<file path="src/rtl/xbus_pkg.sv">
package xbus_pkg;

  localparam int WCNT_W = 2;

  typedef enum logic [1:0] {
    PH_IDLE = 2'd0,
    PH_ADDR = 2'd1,
    PH_STRB = 2'd2,
    PH_END  = 2'd3
  } phase_e;

  typedef struct packed {
    logic byte8;
    logic quiet;
    logic wait_one;
    logic samp;
  } bus_cfg_t;

  // Extra strobe clocks for a given configuration.
  function automatic logic [WCNT_W-1:0] extra_waits(input bus_cfg_t c);
    if (c.wait_one)  return WCNT_W'(1);
    else if (c.samp) return WCNT_W'(2);
    else             return '0;
  endfunction

endpackage

</file>
<file path="src/rtl/xbus_seq.sv">
module xbus_seq
  import xbus_pkg::*;
#(
  parameter int CNT_W = WCNT_W
) (
  input  logic             clk,
  input  logic             rst,
  input  logic             start,
  input  logic             rdy,
  input  logic [CNT_W-1:0] extra,
  output phase_e           phase,
  output logic             cap
);

  phase_e           ph_q;
  logic [CNT_W-1:0] cnt_q;
  logic             cnt_zero;

  assign cnt_zero = (cnt_q == '0);
  assign cap      = (ph_q == PH_STRB) && rdy && cnt_zero;
  assign phase    = ph_q;

  always_ff @(posedge clk) begin
    if (rst) begin
      ph_q  <= PH_IDLE;
      cnt_q <= '0;
    end else begin
      case (ph_q)
        PH_IDLE: if (start) ph_q <= PH_ADDR;
        PH_ADDR: begin
          ph_q  <= PH_STRB;
          cnt_q <= extra;
        end
        PH_STRB: begin
          if (rdy) begin
            if (!cnt_zero) cnt_q <= cnt_q - CNT_W'(1);
            else           ph_q  <= PH_END;
          end
        end
        default: ph_q <= PH_IDLE;
      endcase
    end
  end

endmodule

</file>
<file path="src/rtl/xbus_cs_decode.sv">
module xbus_cs_decode #(
  parameter int ADDR_W = 16,
  parameter int CMP_W  = 4,
  parameter int N_SEL  = 5
) (
  input  logic [ADDR_W-1:0]      addr,
  input  logic                   active,
  input  logic [N_SEL*CMP_W-1:0] base,
  input  logic [N_SEL*CMP_W-1:0] mask,
  output logic [N_SEL-1:0]       sel_n
);

  localparam int TOP = ADDR_W - CMP_W;

  logic [CMP_W-1:0] upper;
  assign upper = addr[ADDR_W-1:TOP];

  for (genvar g = 0; g < N_SEL; g++) begin : g_sel
    logic [CMP_W-1:0] diff;
    assign diff     = (upper ^ base[g*CMP_W +: CMP_W]) & mask[g*CMP_W +: CMP_W];
    assign sel_n[g] = !(active && (diff == '0));
  end

endmodule

</file>
<file path="src/rtl/xbus_lanes.sv">
module xbus_lanes
  import xbus_pkg::*;
#(
  parameter int LANE_W = 8
) (
  input  logic                clk,
  input  logic                rst,
  input  phase_e              phase,
  input  bus_cfg_t            cfg,
  input  logic                write,
  input  logic [1:0]          be,
  input  logic [2*LANE_W-1:0] addr,
  input  logic [2*LANE_W-1:0] wdata,
  input  logic                internal,
  input  logic                cap,
  input  logic [2*LANE_W-1:0] pad_in,
  output logic                ale,
  output logic                rd_n,
  output logic                wel_n,
  output logic                weh_n,
  output logic [2*LANE_W-1:0] pad_out,
  output logic [1:0]          pad_oe,
  output logic [2*LANE_W-1:0] rd_data
);

  localparam int DW = 2 * LANE_W;

  logic addr_ph, data_ph, act, odd_only;

  assign addr_ph  = (phase == PH_ADDR);
  assign data_ph  = (phase == PH_STRB) || (phase == PH_END);
  assign act      = (phase == PH_STRB) && !(internal && cfg.quiet);
  assign odd_only = (be == 2'b10);

  assign ale   = addr_ph;
  assign rd_n  = !(act && !write);
  assign wel_n = !(act && write && (cfg.byte8 || be[0]));
  assign weh_n = !(act && write && !cfg.byte8 && be[1]);

  for (genvar g = 0; g < 2; g++) begin : g_lane
    logic [LANE_W-1:0] a_byte, w_byte, drv;
    logic              en;
    assign a_byte = addr[g*LANE_W +: LANE_W];
    if (g == 0) begin : g_even
      assign w_byte = (cfg.byte8 && odd_only) ? wdata[DW-1:LANE_W] : wdata[LANE_W-1:0];
      always_comb begin
        drv = '0;
        en  = 1'b0;
        if (addr_ph) begin
          drv = a_byte;
          en  = 1'b1;
        end else if (data_ph && write) begin
          drv = w_byte;
          en  = 1'b1;
        end
      end
    end else begin : g_odd
      assign w_byte = wdata[DW-1:LANE_W];
      always_comb begin
        drv = '0;
        en  = 1'b0;
        if (addr_ph || (data_ph && cfg.byte8)) begin
          drv = a_byte;
          en  = 1'b1;
        end else if (data_ph && write) begin
          drv = w_byte;
          en  = 1'b1;
        end
      end
    end
    assign pad_out[g*LANE_W +: LANE_W] = drv;
    assign pad_oe[g]                   = en;
  end

  logic [DW-1:0] rd_asm;
  always_comb begin
    if (internal)       rd_asm = '0;
    else if (!cfg.byte8) rd_asm = pad_in;
    else if (odd_only)  rd_asm = {pad_in[LANE_W-1:0], {LANE_W{1'b0}}};
    else                rd_asm = {{LANE_W{1'b0}}, pad_in[LANE_W-1:0]};
  end

  always_ff @(posedge clk) begin
    if (rst)              rd_data <= '0;
    else if (cap && !write) rd_data <= rd_asm;
  end

endmodule

</file>
<file path="src/rtl/xbus_ctrl.sv">
module xbus_ctrl
  import xbus_pkg::*;
#(
  parameter int LANE_W = 8,
  parameter int CS_N   = 5,
  parameter int CS_W   = 4
) (
  input  logic                   clk,
  input  logic                   rst,
  input  logic                   req_valid,
  input  logic [2*LANE_W-1:0]    req_addr,
  input  logic                   req_write,
  input  logic [1:0]             req_be,
  input  logic [2*LANE_W-1:0]    req_wdata,
  input  logic                   req_internal,
  input  logic                   byte_mode,
  input  logic                   quiet_int,
  input  logic                   wait_one,
  input  logic                   rdy_samp,
  input  logic                   rdy,
  input  logic [CS_N*CS_W-1:0]   cs_base,
  input  logic [CS_N*CS_W-1:0]   cs_mask,
  output logic                   ale,
  output logic                   rd_n,
  output logic                   wel_n,
  output logic                   weh_n,
  output logic [CS_N-1:0]        cs_n,
  output logic [2*LANE_W-1:0]    pad_out,
  output logic [1:0]             pad_oe,
  input  logic [2*LANE_W-1:0]    pad_in,
  output logic                   done,
  output logic [2*LANE_W-1:0]    rd_data
);

  localparam int DW = 2 * LANE_W;

  phase_e        phase;
  logic          start, cap;
  bus_cfg_t      cfg_q;
  logic [DW-1:0] addr_q, wdata_q;
  logic          write_q, int_q;
  logic [1:0]    be_q;

  assign start = req_valid && (phase == PH_IDLE);
  assign done  = (phase == PH_END);

  always_ff @(posedge clk) begin
    if (rst) begin
      cfg_q   <= '0;
      addr_q  <= '0;
      wdata_q <= '0;
      write_q <= 1'b0;
      int_q   <= 1'b0;
      be_q    <= '0;
    end else if (start) begin
      cfg_q   <= '{byte8: byte_mode, quiet: quiet_int, wait_one: wait_one, samp: rdy_samp};
      addr_q  <= req_addr;
      wdata_q <= req_wdata;
      write_q <= req_write;
      int_q   <= req_internal;
      be_q    <= req_be;
    end
  end

  xbus_seq #(.CNT_W(WCNT_W)) u_seq (
    .clk   (clk),
    .rst   (rst),
    .start (start),
    .rdy   (rdy),
    .extra (extra_waits(cfg_q)),
    .phase (phase),
    .cap   (cap)
  );

  xbus_cs_decode #(.ADDR_W(DW), .CMP_W(CS_W), .N_SEL(CS_N)) u_cs (
    .addr   (addr_q),
    .active (phase != PH_IDLE),
    .base   (cs_base),
    .mask   (cs_mask),
    .sel_n  (cs_n)
  );

  xbus_lanes #(.LANE_W(LANE_W)) u_lanes (
    .clk      (clk),
    .rst      (rst),
    .phase    (phase),
    .cfg      (cfg_q),
    .write    (write_q),
    .be       (be_q),
    .addr     (addr_q),
    .wdata    (wdata_q),
    .internal (int_q),
    .cap      (cap),
    .pad_in   (pad_in),
    .ale      (ale),
    .rd_n     (rd_n),
    .wel_n    (wel_n),
    .weh_n    (weh_n),
    .pad_out  (pad_out),
    .pad_oe   (pad_oe),
    .rd_data  (rd_data)
  );

endmodule

</file>
<file path="config.mk">
export PLATFORM = sky130hd
export DESIGN_NAME = xbus_ctrl
export DESIGN_NICKNAME = d
export VERILOG_FILES = /design/src/rtl/xbus_pkg.sv /design/src/rtl/xbus_seq.sv /design/src/rtl/xbus_cs_decode.sv /design/src/rtl/xbus_lanes.sv /design/src/rtl/xbus_ctrl.sv
export SDC_FILE = /design/constraint.sdc
export NUM_CORES = 1
export LEC_CHECK = 0
export BUFFER_PORTS_ARGS = -buffer_cell sky130_fd_sc_hd__buf_2
export CAP_MARGIN = 30
export CORE_ASPECT_RATIO = 0.5
export CORE_MARGIN = 4
export CORE_UTILIZATION = 49
export CTS_BUF_LIST = sky130_fd_sc_hd__clkbuf_4 sky130_fd_sc_hd__clkbuf_8
export DETAILED_ROUTE_END_ITERATION = 8
export GPL_TIMING_DRIVEN = 0
export PLACE_DENSITY = 0.83
export SETUP_SLACK_MARGIN = 0.5
export SLEW_MARGIN = 20
export SYNTH_ARGS = -nofsm -noshare
export SYNTH_HDL_FRONTEND = slang
export SYNTH_SLANG_ARGS = --single-unit
</file>
<file path="constraint.sdc">
create_clock -name clk -period 1.95 [get_ports clk]
set_input_delay 0.195 -clock clk [delete_from_list [all_inputs] [get_ports clk]]
set_output_delay 0.195 -clock clk [all_outputs]
set_load 0.01 [all_outputs]
</file>
==> summary.md <==
| Metric | Value |
|---|---|
| Worst-path clk slew | `0.07 ns` |
| Total GRT Usage | `30.14%` |
| Worst path buffer plus inverter count | `1` |
| Routability cong. | `0.8381` |
| Clock latency on the worst-skew pair | `0.36 ns` |
| Flop pwr share | `~25%` |
| Dpl cells | `627` |
| Synthesized Nets | `504` |
| Register area | `roughly 1200 µm²` |
| Die height | `64.59 µm` |
| Worst-path fanout max | `8` |
| Setup crit start kind | `flop` |
| Reg2Reg Depth | `7` |
| Antenna Violating Nets Remaining | `0` |
| Failing checks | `negative setup slack` |
| Crit Path Class | `reg -> out` |
| Synth warn | `0` |
| Detailed-placement wirelength estimate | `7129 µm` |
| Filler instances | `slightly above 200` |
| Fin nets | `688` |
| Sequential share of the synthesized area | `38.28%` |
| EDFF count, synth | `0` |
| Total die area | `~8000 µm²` |
| Clk network pwr share | `between 10% and 20%` |
| Longest Clk Path Bufs | `2` |
| Max-slew headroom | `37.80%` |
| Area Overhead vs Synth | `78.87%` |
| Multi-input logic area | `around 2600 µm²` |
| TritonCTS Sinks | `60` |
| Worst Hold Depth | `3` |
| CTS H-tree depth | `3` |
| Final setup fails | `16` |
| Ys flop type | `dfxtp_1` |
| Starting Density | `51.18%` |
| WHS Endpoint | `wdata_q[13]` |
| Final worst slack | `-0.06725 ns` |
| Leak Pwr | `2.558 nW` |
| Crit path max-delay family | `flip-flops` |
| Pwr/cell area | `1237 nW/µm²` |
| Maxcap violations | `0` |
| Cells after Synth | `397` |
| Switching Share | `between 40% and 50%` |
| PortBufs | `142` |
| Critical path cell sequence | `mux2_4 > nor2_4 > a22o_1 > buf_2` |
| CP arrival | `1.82 ns` |
| CTS Buf Count | `9` |
| Net switching power | `2.882 mW` |
| Global-route wire length before repair | `18,510 µm` |
| Commonest cells after routing, fill and taps aside | `buf_2 (136), nand2_1 (66), dfxtp_1 (56)` |
| Clock root cell | `clkbuf_8` |
| CTS tree | `built` |
| Cell Area, Placed | `4139 µm²` |
| HP Class | `in -> reg` |
| Post-synthesis cell area | `3138 µm²` |
| Largest net degree at the start of global routing | `11` |
| Grt ovf | `0` |
| Initial antenna violation count | `0` |
| Crit end category | `output pin` |
| Reg-to-reg startpoint | `u_seq.phase[0]` |
| IO Count | `144` |
| Final hold vios | `0` |
| Final period utilization | `103.4%` |
| Pwr Total | `6.941 mW` |
| Row count | `20` |
| 1st-pass router iterations | `5` |
| Worst vdd ir | `0.6279 mV` |
| Worst-margin pin slew | `~0.93 ns` |
| RSZ-0062 raised after global routing | `true` |
| ANT cells | `0` |
| Async SR Flop Fraction | `0%` |
| CP peak stage delay | `0.46 ns` |
| Max frequency | `495.7 MHz` |
| Internal reg-to-reg setup slack | `0.04 ns` |
| Yosys cell types | `38` |
| Commonest non-fill, non-tap cell in the layout | `buf_2` |
| Synthesized area per cell | `between 7 and 8 µm²` |
| Pint | `between 4 and 5 mW` |
| Fraction of layout cells with a size suffix above 1 | `60.17%` |
| Non-Filler Instances | `673` |
| Vias in the first global route | `3,731` |
| Status | `finished, violations left` |
| Worst path slowest cell | `dfxtp_4` |
| DR WL/cell | `24.26 µm` |
| Core area | `6131 µm²` |
| Routed vias | `4,262` |
| Clk_skew | `0.005971 ns` |
| Register bit count reported by yosys | `60` |
| Worst R2R End | `u_seq.phase[0]` |
| Combinational share of power | `roughly 56%` |
| Drt drc | `0` |
| Pre-CTS setup slack | `0.1895 ns` |
| Vias/cell | `6.333` |
| Critical Path Source | `u_seq.phase[1]` |
| Max Slew Vio Count | `0` |
| Final Cell Area | `5613 µm²` |
| Final Critical Period | `2.017 ns` |
| Chip width | `121.2 µm` |
| Beginning of the worst hold path | `req_wdata[13]` |
| Routed WL | `16,330 µm` |
| DRT iter0 DRCs | `455` |
| Data required time of the worst path | `1.75 ns` |
## cell usage after synthesis (2+ instances only)
| cell type | number | area share, % |
|---|---|---|
| a211o_1 | 8 | 2.2 |
| a21oi_1 | 63 | 10 |
| a222oi_1 | 5 | 1.6 |
| a22o_1 | 8 | 2.2 |
| buf_1 | 2 | 0.24 |
| buf_2 | 12 | 1.9 |
| buf_4 | 3 | 0.72 |
| clkbuf_1 | 19 | 2.3 |
| dfxtp_1 | 60 | 38 |
| ha_1 | 7 | 2.8 |
| inv_1 | 4 | 0.48 |
| mux2i_1 | 8 | 2.6 |
| nand2_1 | 112 | 13 |
| nand2b_1 | 11 | 2.2 |
| nand3_1 | 2 | 0.32 |
| nand3b_1 | 2 | 0.48 |
| nand4b_1 | 17 | 4.7 |
| nor2b_1 | 4 | 0.80 |
| o211ai_1 | 2 | 0.48 |
| o21ai_0 | 11 | 1.8 |
| xor2_1 | 20 | 5.6 |
## state kept, by name (all words and copies together), names as in the netlist
register and flops:
u_lanes.rd_data 16, int_q 1, addr_q 16, u_seq.phase 2, be_q 2, wdata_q 16, u_seq.cnt_q 2, write_q 1
cfg_q 4
## cells by family (layout without fill, tap and decap cells)
group | Yosys count | after routing | synth area share, %
adder cells (fa/ha/maj) | 7 | 7 | 2.791
buffers and inverters | 40 | 228 | 5.622
AO/OA/AOI/OAI | 104 | 104 | 20.26
multiplexers | 9 | 9 | 2.911
flip-flops | 60 | 60 | 38.28
AND/OR/NAND/NOR | 157 | 157 | 24.56
XOR/XNOR | 20 | 20 | 5.582
## power by group through the flow
stage | clock network, mW | registers [mW] | logic, mW
final | 1.32 | 1.72 | 3.91
after floorplan | 0 | 1.62 | 1.38
after CTS | 1.27 | 1.63 | 2.79
after global routing | 1.36 | 1.72 | 4.03
after detailed placement | 0 | 1.65 | 1.97
after global placement | 0 | 1.64 | 1.93
## area by class of cell
class	instances	share of cell area (%)
well taps	88	1.962
flip-flops and latches	60	21.58
multi-input cells	297	45.76
repair buffers	173	20.13
inverters	4	0.4012
plain buffers	36	6.175
clock buffers	11	2.697
clock inverters	4	1.293
## how the worst max path moves through the flow
stage | to | slack, ns | cells past startpoint
floorplan | u_seq.phase[0] | 0.48 | 6
global placement | cs_n[0] | 0.20 | 5
detailed placement | pad_out[15] | 0.19 | 4
CTS | pad_out[6] | 0.02 | 6
global route | pad_out[11] | -0.09 | 6
finish | pad_out[11] | -0.07 | 4
## repair_timing
item / in CTS / in global routing
hold buffers: 0 / 0
pin swaps: 40 / 75
gates cloned: 5 / 0
setup buffers: 16 / 10
resized for setup: 90 / 172
endpoints found under the setup margin: 81 / 86
## per-layer routing
| metal | routed length, µm | vias to the layer above | GRT usage (%) |
|---|---|---|---|
| met2 | 7362 | 412 | 55.22 |
| met1 | 6064 | 2002 | 34.53 |
| met5 | 0 | - | 0 |
| li1 | - | 1727 | - |
| met4 | 1095 | 0 | 11.17 |
| met3 | 1805 | 121 | 6.975 |
## stage by stage
step	TNS (ns)	hold WS [ns]	util (%)
2_1_floorplan	0	0.3310	-
3_3_place_gp	0	0.4368	67.51
3_5_place_dp	0	0.4410	67.51
4_1_cts	0	0.07692	79.63
5_1_grt	-0.7825	0.07957	91.55
6_report	-0.4118	0.08518	91.55
## worst min-delay path: stages
cell,delay [ns]
buf_2,0.11
nand2_4,0.06
a21oi_2,0.04
(Power assumes the default switching activity.)
